==> src/rtl/lcd_port_pkg.sv <==
// Package lcd_port_pkg
// Shared constants and the register index encoding of the LCD host port.
// Assumes the index register is IDX_W bits wide. Values with no entry
// below are unused indices.
package lcd_port_pkg;
    localparam int IDX_W = 3;

    typedef enum logic [IDX_W-1:0] {
        IDX_CTRL = 3'd0,
        IDX_ADDR = 3'd1,
        IDX_DATA = 3'd2
    } reg_idx_e;
endpackage

==> src/rtl/lcd_addr_step.sv <==
// Module lcd_addr_step
// Holds the X/Y display position. It loads the position from the host and
// advances it on each data access, in column-first or row-first order, with
// a carry into the other axis. Assumes load and step are never high together.
// If they are, load wins.
module lcd_addr_step #(
    parameter int XN = 5,
    parameter int YN = 32,
    parameter int XW = 3,
    parameter int YW = 5
) (
    input  logic          clk,
    input  logic          rst_n,
    input  logic          load,
    input  logic [XW-1:0] load_x,
    input  logic [YW-1:0] load_y,
    input  logic          step,
    input  logic          x_first,
    output logic [XW-1:0] cur_x,
    output logic [YW-1:0] cur_y
);
    localparam logic [XW-1:0] X_MAX = XW'(XN - 1);
    localparam logic [YW-1:0] Y_MAX = YW'(YN - 1);

    logic [XW-1:0] nx;
    logic [YW-1:0] ny;

    // Next position after one access, for the selected order
    always_comb begin
        nx = cur_x;
        ny = cur_y;
        if (x_first) begin
            if (cur_x == X_MAX) begin
                nx = '0;
                ny = (cur_y == Y_MAX) ? '0 : cur_y + YW'(1);
            end else begin
                nx = cur_x + XW'(1);
            end
        end else begin
            if (cur_y == Y_MAX) begin
                ny = '0;
                nx = (cur_x == X_MAX) ? '0 : cur_x + XW'(1);
            end else begin
                ny = cur_y + YW'(1);
            end
        end
    end

    // Position register: reset, host load with range clamp, or step
    always_ff @(posedge clk) begin
        if (!rst_n) begin
            cur_x <= '0;
            cur_y <= '0;
        end else if (load) begin
            cur_x <= (load_x > X_MAX) ? '0 : load_x;
            cur_y <= (load_y > Y_MAX) ? '0 : load_y;
        end else if (step) begin
            cur_x <= nx;
            cur_y <= ny;
        end
    end

    a_r6_row_advance: assert property (@(posedge clk) disable iff (!rst_n)
        (step && !load && !x_first && cur_y != Y_MAX)
        |=> (cur_y == $past(cur_y) + YW'(1)) && (cur_x == $past(cur_x)));

    a_r6_row_carry: assert property (@(posedge clk) disable iff (!rst_n)
        (step && !load && !x_first && cur_y == Y_MAX)
        |=> (cur_y == YW'(0)) &&
            (cur_x == (($past(cur_x) == X_MAX) ? XW'(0) : $past(cur_x) + XW'(1))));

    a_r7_col_advance: assert property (@(posedge clk) disable iff (!rst_n)
        (step && !load && x_first && cur_x != X_MAX)
        |=> (cur_x == $past(cur_x) + XW'(1)) && (cur_y == $past(cur_y)));

    a_r7_col_carry: assert property (@(posedge clk) disable iff (!rst_n)
        (step && !load && x_first && cur_x == X_MAX)
        |=> (cur_x == XW'(0)) &&
            (cur_y == (($past(cur_y) == Y_MAX) ? YW'(0) : $past(cur_y) + YW'(1))));

    a_r4_x_in_range: assert property (@(posedge clk) disable iff (!rst_n)
        load |=> (cur_x <= X_MAX));
endmodule

==> src/rtl/lcd_dpram.sv <==
// Module lcd_dpram
// Display RAM with one host read/write port and one display read-only port.
// Both ports have registered reads. A write and a read of the same word in
// one cycle give the old word on the read port. Assumes b_addr is in range
// whenever b_valid is high.
module lcd_dpram #(
    parameter int DEPTH = 160,
    parameter int AW    = 8,
    parameter int DW    = 8
) (
    input  logic          clk,
    input  logic          rst_n,
    input  logic          a_rd,
    input  logic          a_we,
    input  logic [AW-1:0] a_addr,
    input  logic [DW-1:0] a_wdata,
    output logic [DW-1:0] a_rdata,
    input  logic          b_valid,
    input  logic [AW-1:0] b_addr,
    output logic [DW-1:0] b_rdata
);
    logic [DW-1:0] mem [DEPTH];

    // Host port: write, or registered read when requested
    always_ff @(posedge clk) begin
        if (a_we) begin
            mem[a_addr] <= a_wdata;
        end
        if (!rst_n) begin
            a_rdata <= '0;
        end else if (a_rd) begin
            a_rdata <= mem[a_addr];
        end
    end

    // Display port: registered read every cycle, zero when out of range
    always_ff @(posedge clk) begin
        if (!rst_n) begin
            b_rdata <= '0;
        end else begin
            b_rdata <= b_valid ? mem[b_addr] : '0;
        end
    end

    a_r9_disp_range_zero: assert property (@(posedge clk) disable iff (!rst_n)
        !b_valid |=> (b_rdata == '0));
endmodule

==> src/rtl/lcd_host_port.sv <==
// Module lcd_host_port
// Host register window of the LCD controller. It decodes the index, control,
// address and data registers, drives the display RAM host port and steps the
// X/Y position after each data access. Assumes host_wr and host_rd are
// single-cycle strobes and are not both high. If they are, the write is taken.
module lcd_host_port
    import lcd_port_pkg::*;
#(
    parameter int XN = 5,
    parameter int YN = 32,
    parameter int DW = 8,
    localparam int XW = $clog2(XN),
    localparam int YW = $clog2(YN)
) (
    input  logic          clk,
    input  logic          rst_n,
    input  logic          host_sel,
    input  logic          host_wr,
    input  logic          host_rd,
    input  logic [DW-1:0] host_wdata,
    output logic [DW-1:0] host_rdata,
    input  logic [XW-1:0] disp_x,
    input  logic [YW-1:0] disp_y,
    output logic [DW-1:0] disp_rdata
);
    localparam int DEPTH = XN * YN;
    localparam int AW    = $clog2(DEPTH);
    localparam logic [XW-1:0] X_MAX = XW'(XN - 1);
    localparam logic [YW-1:0] Y_MAX = YW'(YN - 1);

    logic [IDX_W-1:0] idx_q;
    logic             inc_q;
    logic             rd_data_q;
    logic [XW-1:0]    cur_x;
    logic [YW-1:0]    cur_y;
    logic [DW-1:0]    ram_rdata;
    logic [AW-1:0]    host_addr;
    logic [AW-1:0]    disp_addr;
    logic             disp_ok;
    logic             acc_data, wr_idx, wr_ctrl, wr_addr, data_wr, data_rd;

    // Register-window decode of the current host strobe
    always_comb begin
        acc_data = host_sel && (idx_q == IDX_DATA);
        wr_idx   = host_wr && !host_sel;
        wr_ctrl  = host_wr && host_sel && (idx_q == IDX_CTRL);
        wr_addr  = host_wr && host_sel && (idx_q == IDX_ADDR);
        data_wr  = host_wr && acc_data;
        data_rd  = host_rd && !host_wr && acc_data;
    end

    // Linear RAM addresses for the host position and the display position
    always_comb begin
        host_addr = AW'(cur_x) * AW'(YN) + AW'(cur_y);
        disp_ok   = (disp_x <= X_MAX) && (disp_y <= Y_MAX);
        disp_addr = disp_ok ? AW'(disp_x) * AW'(YN) + AW'(disp_y) : '0;
    end

    // Index, control and read-source registers
    always_ff @(posedge clk) begin
        if (!rst_n) begin
            idx_q     <= '0;
            inc_q     <= 1'b0;
            rd_data_q <= 1'b0;
        end else begin
            if (wr_idx) begin
                idx_q <= host_wdata[IDX_W-1:0];
            end
            if (wr_ctrl) begin
                inc_q <= host_wdata[0];
            end
            if (host_rd && !host_wr) begin
                rd_data_q <= acc_data;
            end
        end
    end

    assign host_rdata = rd_data_q ? ram_rdata : '0;

    lcd_addr_step #(.XN(XN), .YN(YN), .XW(XW), .YW(YW)) i_step (
        .clk     (clk),
        .rst_n   (rst_n),
        .load    (wr_addr),
        .load_x  (host_wdata[YW +: XW]),
        .load_y  (host_wdata[YW-1:0]),
        .step    (data_wr || data_rd),
        .x_first (inc_q),
        .cur_x   (cur_x),
        .cur_y   (cur_y)
    );

    lcd_dpram #(.DEPTH(DEPTH), .AW(AW), .DW(DW)) i_ram (
        .clk     (clk),
        .rst_n   (rst_n),
        .a_rd    (data_rd),
        .a_we    (data_wr),
        .a_addr  (host_addr),
        .a_wdata (host_wdata),
        .a_rdata (ram_rdata),
        .b_valid (disp_ok),
        .b_addr  (disp_addr),
        .b_rdata (disp_rdata)
    );

    a_r2_other_reads_zero: assert property (@(posedge clk) disable iff (!rst_n)
        (host_rd && !host_wr && !(host_sel && idx_q == IDX_DATA))
        |=> (host_rdata == '0));

    a_r1_index_load: assert property (@(posedge clk) disable iff (!rst_n)
        (host_wr && !host_sel) |=> (idx_q == $past(host_wdata[IDX_W-1:0])));
endmodule

==> config.mk <==
export PLATFORM = sky130hd
export DESIGN_NAME = lcd_host_port
export DESIGN_NICKNAME = d
export VERILOG_FILES = /design/src/rtl/lcd_port_pkg.sv /design/src/rtl/lcd_addr_step.sv /design/src/rtl/lcd_dpram.sv /design/src/rtl/lcd_host_port.sv
export SDC_FILE = /design/constraint.sdc
export NUM_CORES = 2
export LEC_CHECK = 0
export BUFFER_PORTS_ARGS = -buffer_cell sky130_fd_sc_hd__buf_4
export CAP_MARGIN = 20
export CORE_MARGIN = 2
export CORE_UTILIZATION = 55
export CTS_CLUSTER_DIAMETER = 80
export DETAILED_ROUTE_END_ITERATION = 12
export PLACE_DENSITY = 0.71
export RECOVER_POWER = 25
export SLEW_MARGIN = 0
export SYNTH_ARGS = -nofsm -noshare
export SYNTH_HDL_FRONTEND = slang
export SYNTH_SLANG_ARGS = --single-unit
==> constraint.sdc <==
create_clock -name clk -period 2.57 [get_ports clk]
set_input_delay 0.514 -clock clk [delete_from_list [all_inputs] [get_ports clk]]
set_output_delay 0.514 -clock clk [all_outputs]
set_load 0.02 [all_outputs]
==> results.py <==
metrics = {
    "outcome": {
        "status": "finished with violations",
        "violations": "max-capacitance violations, max-slew violations, negative setup slack",
    },
    "timing": {
        "setup_viol_count_final": 10,
        "fin_skew_ps": 36.4,
        "slew_viol_final": 349,
        "hold_violations": 0,
        "rsz0062_at_grt": "true",
        "fmax_mhz": 371,
        "fin_crit_ps": 2690,
        "setup_ws_ps": -123,
        "slew_headroom": -0.675,
        "fin_crit_sh": 1.05,
        "tightest_slew_ps": 2510,
    },
    "synthesis": {
        "ys.flop_type": "edfxtp_1",
        "syn-cell-area_mm2": 0.0626,
        "synth_top_area_share": 0.614,
        "yosys.cell_count.top_type": "edfxtp_1",
        "yosysUniqueCellTypes": 89,
        "ys_warn_count": 0,
        "async_reset_ff_frac": 0,
        "ys_seq_area_frac": 0.623,
        "syn-num-nets": 4097,
        "syn_avg_cell_area_um2": 15.4,
        "synth_edf_count": 1280,
        "synth_top_area_cell": "edfxtp_1",
        "synth_seq_cells": 1309,
        "synth_common_cells": "1280 x edfxtp_1, 341 x mux4_2, 285 x nor2_1",
        "synthTopCellsByArea": "edfxtp_1 61%, mux4_2 12%, mux2i_1 4.4%, mux2_2 1.9%, nor2_1 1.7%",
        "synth_cells": 4069,
    },
    "finish": {
        "nNetsFinal": 4955,
        "area_growth_pct": 24.5,
        "final_cell_area_mm2": 0.0780,
        "final_util": 0.692,
        "drive_gt1_frac": 0.366,
    },
    "critical_path": {
        "r2r-start": "i_step.cur_y[0]",
        "cp_data_required_time_ps": 3230,
        "cp_cell_sequence": "buf_12 > buf_16 > buf_8 > buf_16 > mux4_2 > mux4_2 > mux2_4 > a21oi_2 > a21oi_2",
        "startpoint_type": "register",
        "r2r_cells": 9,
        "arrival_ps": 3350,
        "r2r_end": "i_ram.a_rdata[5]",
        "critPathMaxStageDelay_ps": 510,
        "crit_family": "multiplexers",
        "cp_num_buf_inv": 4,
        "r2r_setup_slack_ps": -120,
        "critPathSlowestCell": "mux4_2",
        "crit_type": "register to register",
        "crit_fanout": 7,
        "cp-end-kind": "register",
    },
    "floorplan": {
        "die_width_um": 341,
        "die_y_um": 341,
        "io-pin-count": 37,
        "core_mm2": 0.113,
        "start_util": 0.556,
        "die_area_mm2": 0.117,
        "rows": 123,
    },
    "drt": {
        "vias": 47600,
        "drt_iter0_drc": 8766,
        "routed_wl_um": 250000,
        "viasPerCell": 7.27,
        "drc": 0,
        "wl_per_cell_um": 38.1,
        "firstDrtPassIters": 8,
        "drtAntennaViolNets": 0,
    },
    "clock_network": {
        "cts_buffers": 142,
        "cts_tree": "done",
        "clockBufferDepth": 3,
        "cts.sinks": 1309,
        "clock-root-buffer": "clkbuf_16",
        "clk_pin_slew_ps": 60,
        "clkLatencyLatePin_ps": 780,
        "htreeDepth": 4,
    },
    "place": {
        "post-dp-hpwl_um": 178000,
        "io_buffers": 36,
        "gp_congestion": 1.06,
        "place_area_mm2": 0.0720,
        "dp_slack_ps": -894,
    },
    "power_and_ir_drop": {
        "p_leak_nw": 26.5,
        "vdd_drop_max_v": 0.000672,
        "power.density_mw_per_mm2": 633,
    },
    "flow_run": {
        "cap_violations": 8,
    },
    "hold_path": {
        "holdPathEnd": "rd_data_q",
        "hp-class": "input port to register",
        "hold_depth": 4,
        "min_from": "host_rd",
    },
    "global_routing": {
        "grt_pass1_vias": 46500,
        "grt_max_degree": 77,
        "overflow": 0,
        "grt_first_pass_wirelength_um": 347000,
        "antenna_found_initial": 7,
        "track_usage": 0.427,
    },
}
per-stage QoR:
stage | setup TNS [ps] | power (W) | cells | hold WS [ps]
after floorplan | -31930 | 0.0261 | 4069 | 475
after global placement | -72330 | 0.0287 | 6224 | 493
after detailed placement | -69890 | 0.0288 | 6224 | 517
after CTS | -285 | 0.0491 | 6522 | 151
after global routing | -7020 | 0.0502 | 6543 | 195
final | -784 | 0.0494 | 6545 | 208
power by group:
part	leakage, nW	switching [W]	internal [W]
sequential	11.7	0.0000416	0.0234
clock	2.24	0.00868	0.0119
combinational	12.5	0.00317	0.00214
worst max-delay path by stage:
| stage | start | to | slack (ps) | cells past startpoint |
|---|---|---|---|---|
| 4_1_cts | i_step.cur_y[0] | i_ram.a_rdata[5] | -70 | 9 |
| 6_report | i_step.cur_y[0] | i_ram.a_rdata[5] | -120 | 9 |
| 3_5_place_dp | disp_x[1] | i_ram.b_rdata[4] | -890 | 11 |
| 3_3_place_gp | disp_x[1] | i_ram.b_rdata[4] | -990 | 11 |
| 5_1_grt | i_step.cur_y[0] | i_ram.a_rdata[5] | -150 | 10 |
| 2_1_floorplan | i_step.cur_y[0] | i_ram.mem[106][0] | -80 | 9 |
placed cells by master (no fill, tap or decap), types with 40 or more instances in the layout:
cell / count
mux2_2: 105
mux4_2: 341
a31oi_1: 46
o221ai_1: 49
a211oi_1: 80
edfxtp_1: 1280
a221oi_1: 51
buf_12: 138
clkbuf_16: 145
o22ai_1: 93
buf_4: 840
a22oi_1: 48
nor2_2: 60
nand3_1: 84
o211ai_1: 58
mux2i_1: 275
nand2_1: 234
o21ai_0: 105
a21oi_1: 104
nor2_1: 213
clkbuf_1: 40
worst reg2reg max path, stage by stage (launching register included):
cell and delay (ps):
dfxtp_4 420, buf_12 170, buf_16 190, buf_8 160, buf_16 120, mux4_2 490, mux4_2 510, mux2_4 320
a21oi_2 140, a21oi_2 60
area by class of cell:
type                    instances  area, um^2
clock inverters                85         895
fillers                      7448       34700
diodes                          3        7.51
flip-flops and latches       1309       39000
inverters                      42         158
repair buffers               1038        9930
clock buffers                 174        3730
multi-input cells            2394       22300
well taps                    1500        1880
per-layer routing:
layer,wire (um),share of wire,track usage,up-vias
met5,228,0.00091,0.00368,-
met4,19800,0.079,0.268,10
met3,37800,0.15,0.129,1045
met2,107000,0.43,0.624,4460
met1,84200,0.34,0.564,23600
li1,-,-,-,18500
registers in the layout, indices dropped and copies added (netlist names):
signal / count
i_ram.a_rdata: 8
i_ram.b_rdata: 8
i_ram.mem: 1280
i_step.cur_x: 3
i_step.cur_y: 5
idx_q: 3
inc_q: 1
rd_data_q: 1
logic make-up after synthesis:
group	share of synthesized area
DFF	0.623
AOI/OAI and AO/OA	0.101
and+or+nand+nor	0.0548
muxes	0.188
buffers and inverters	0.0315
adders and majority gates	0.00140
xor gates and xnor gates	0.000140
timing repair:
item,CTS,global route
cloned,11,1
buffers inserted,28,19
hold buffers,0,0
pin swaps,16,9
setup endpoints to repair,280,114
gates resized for setup,141,53
Power figures use the tool's default switching activity.
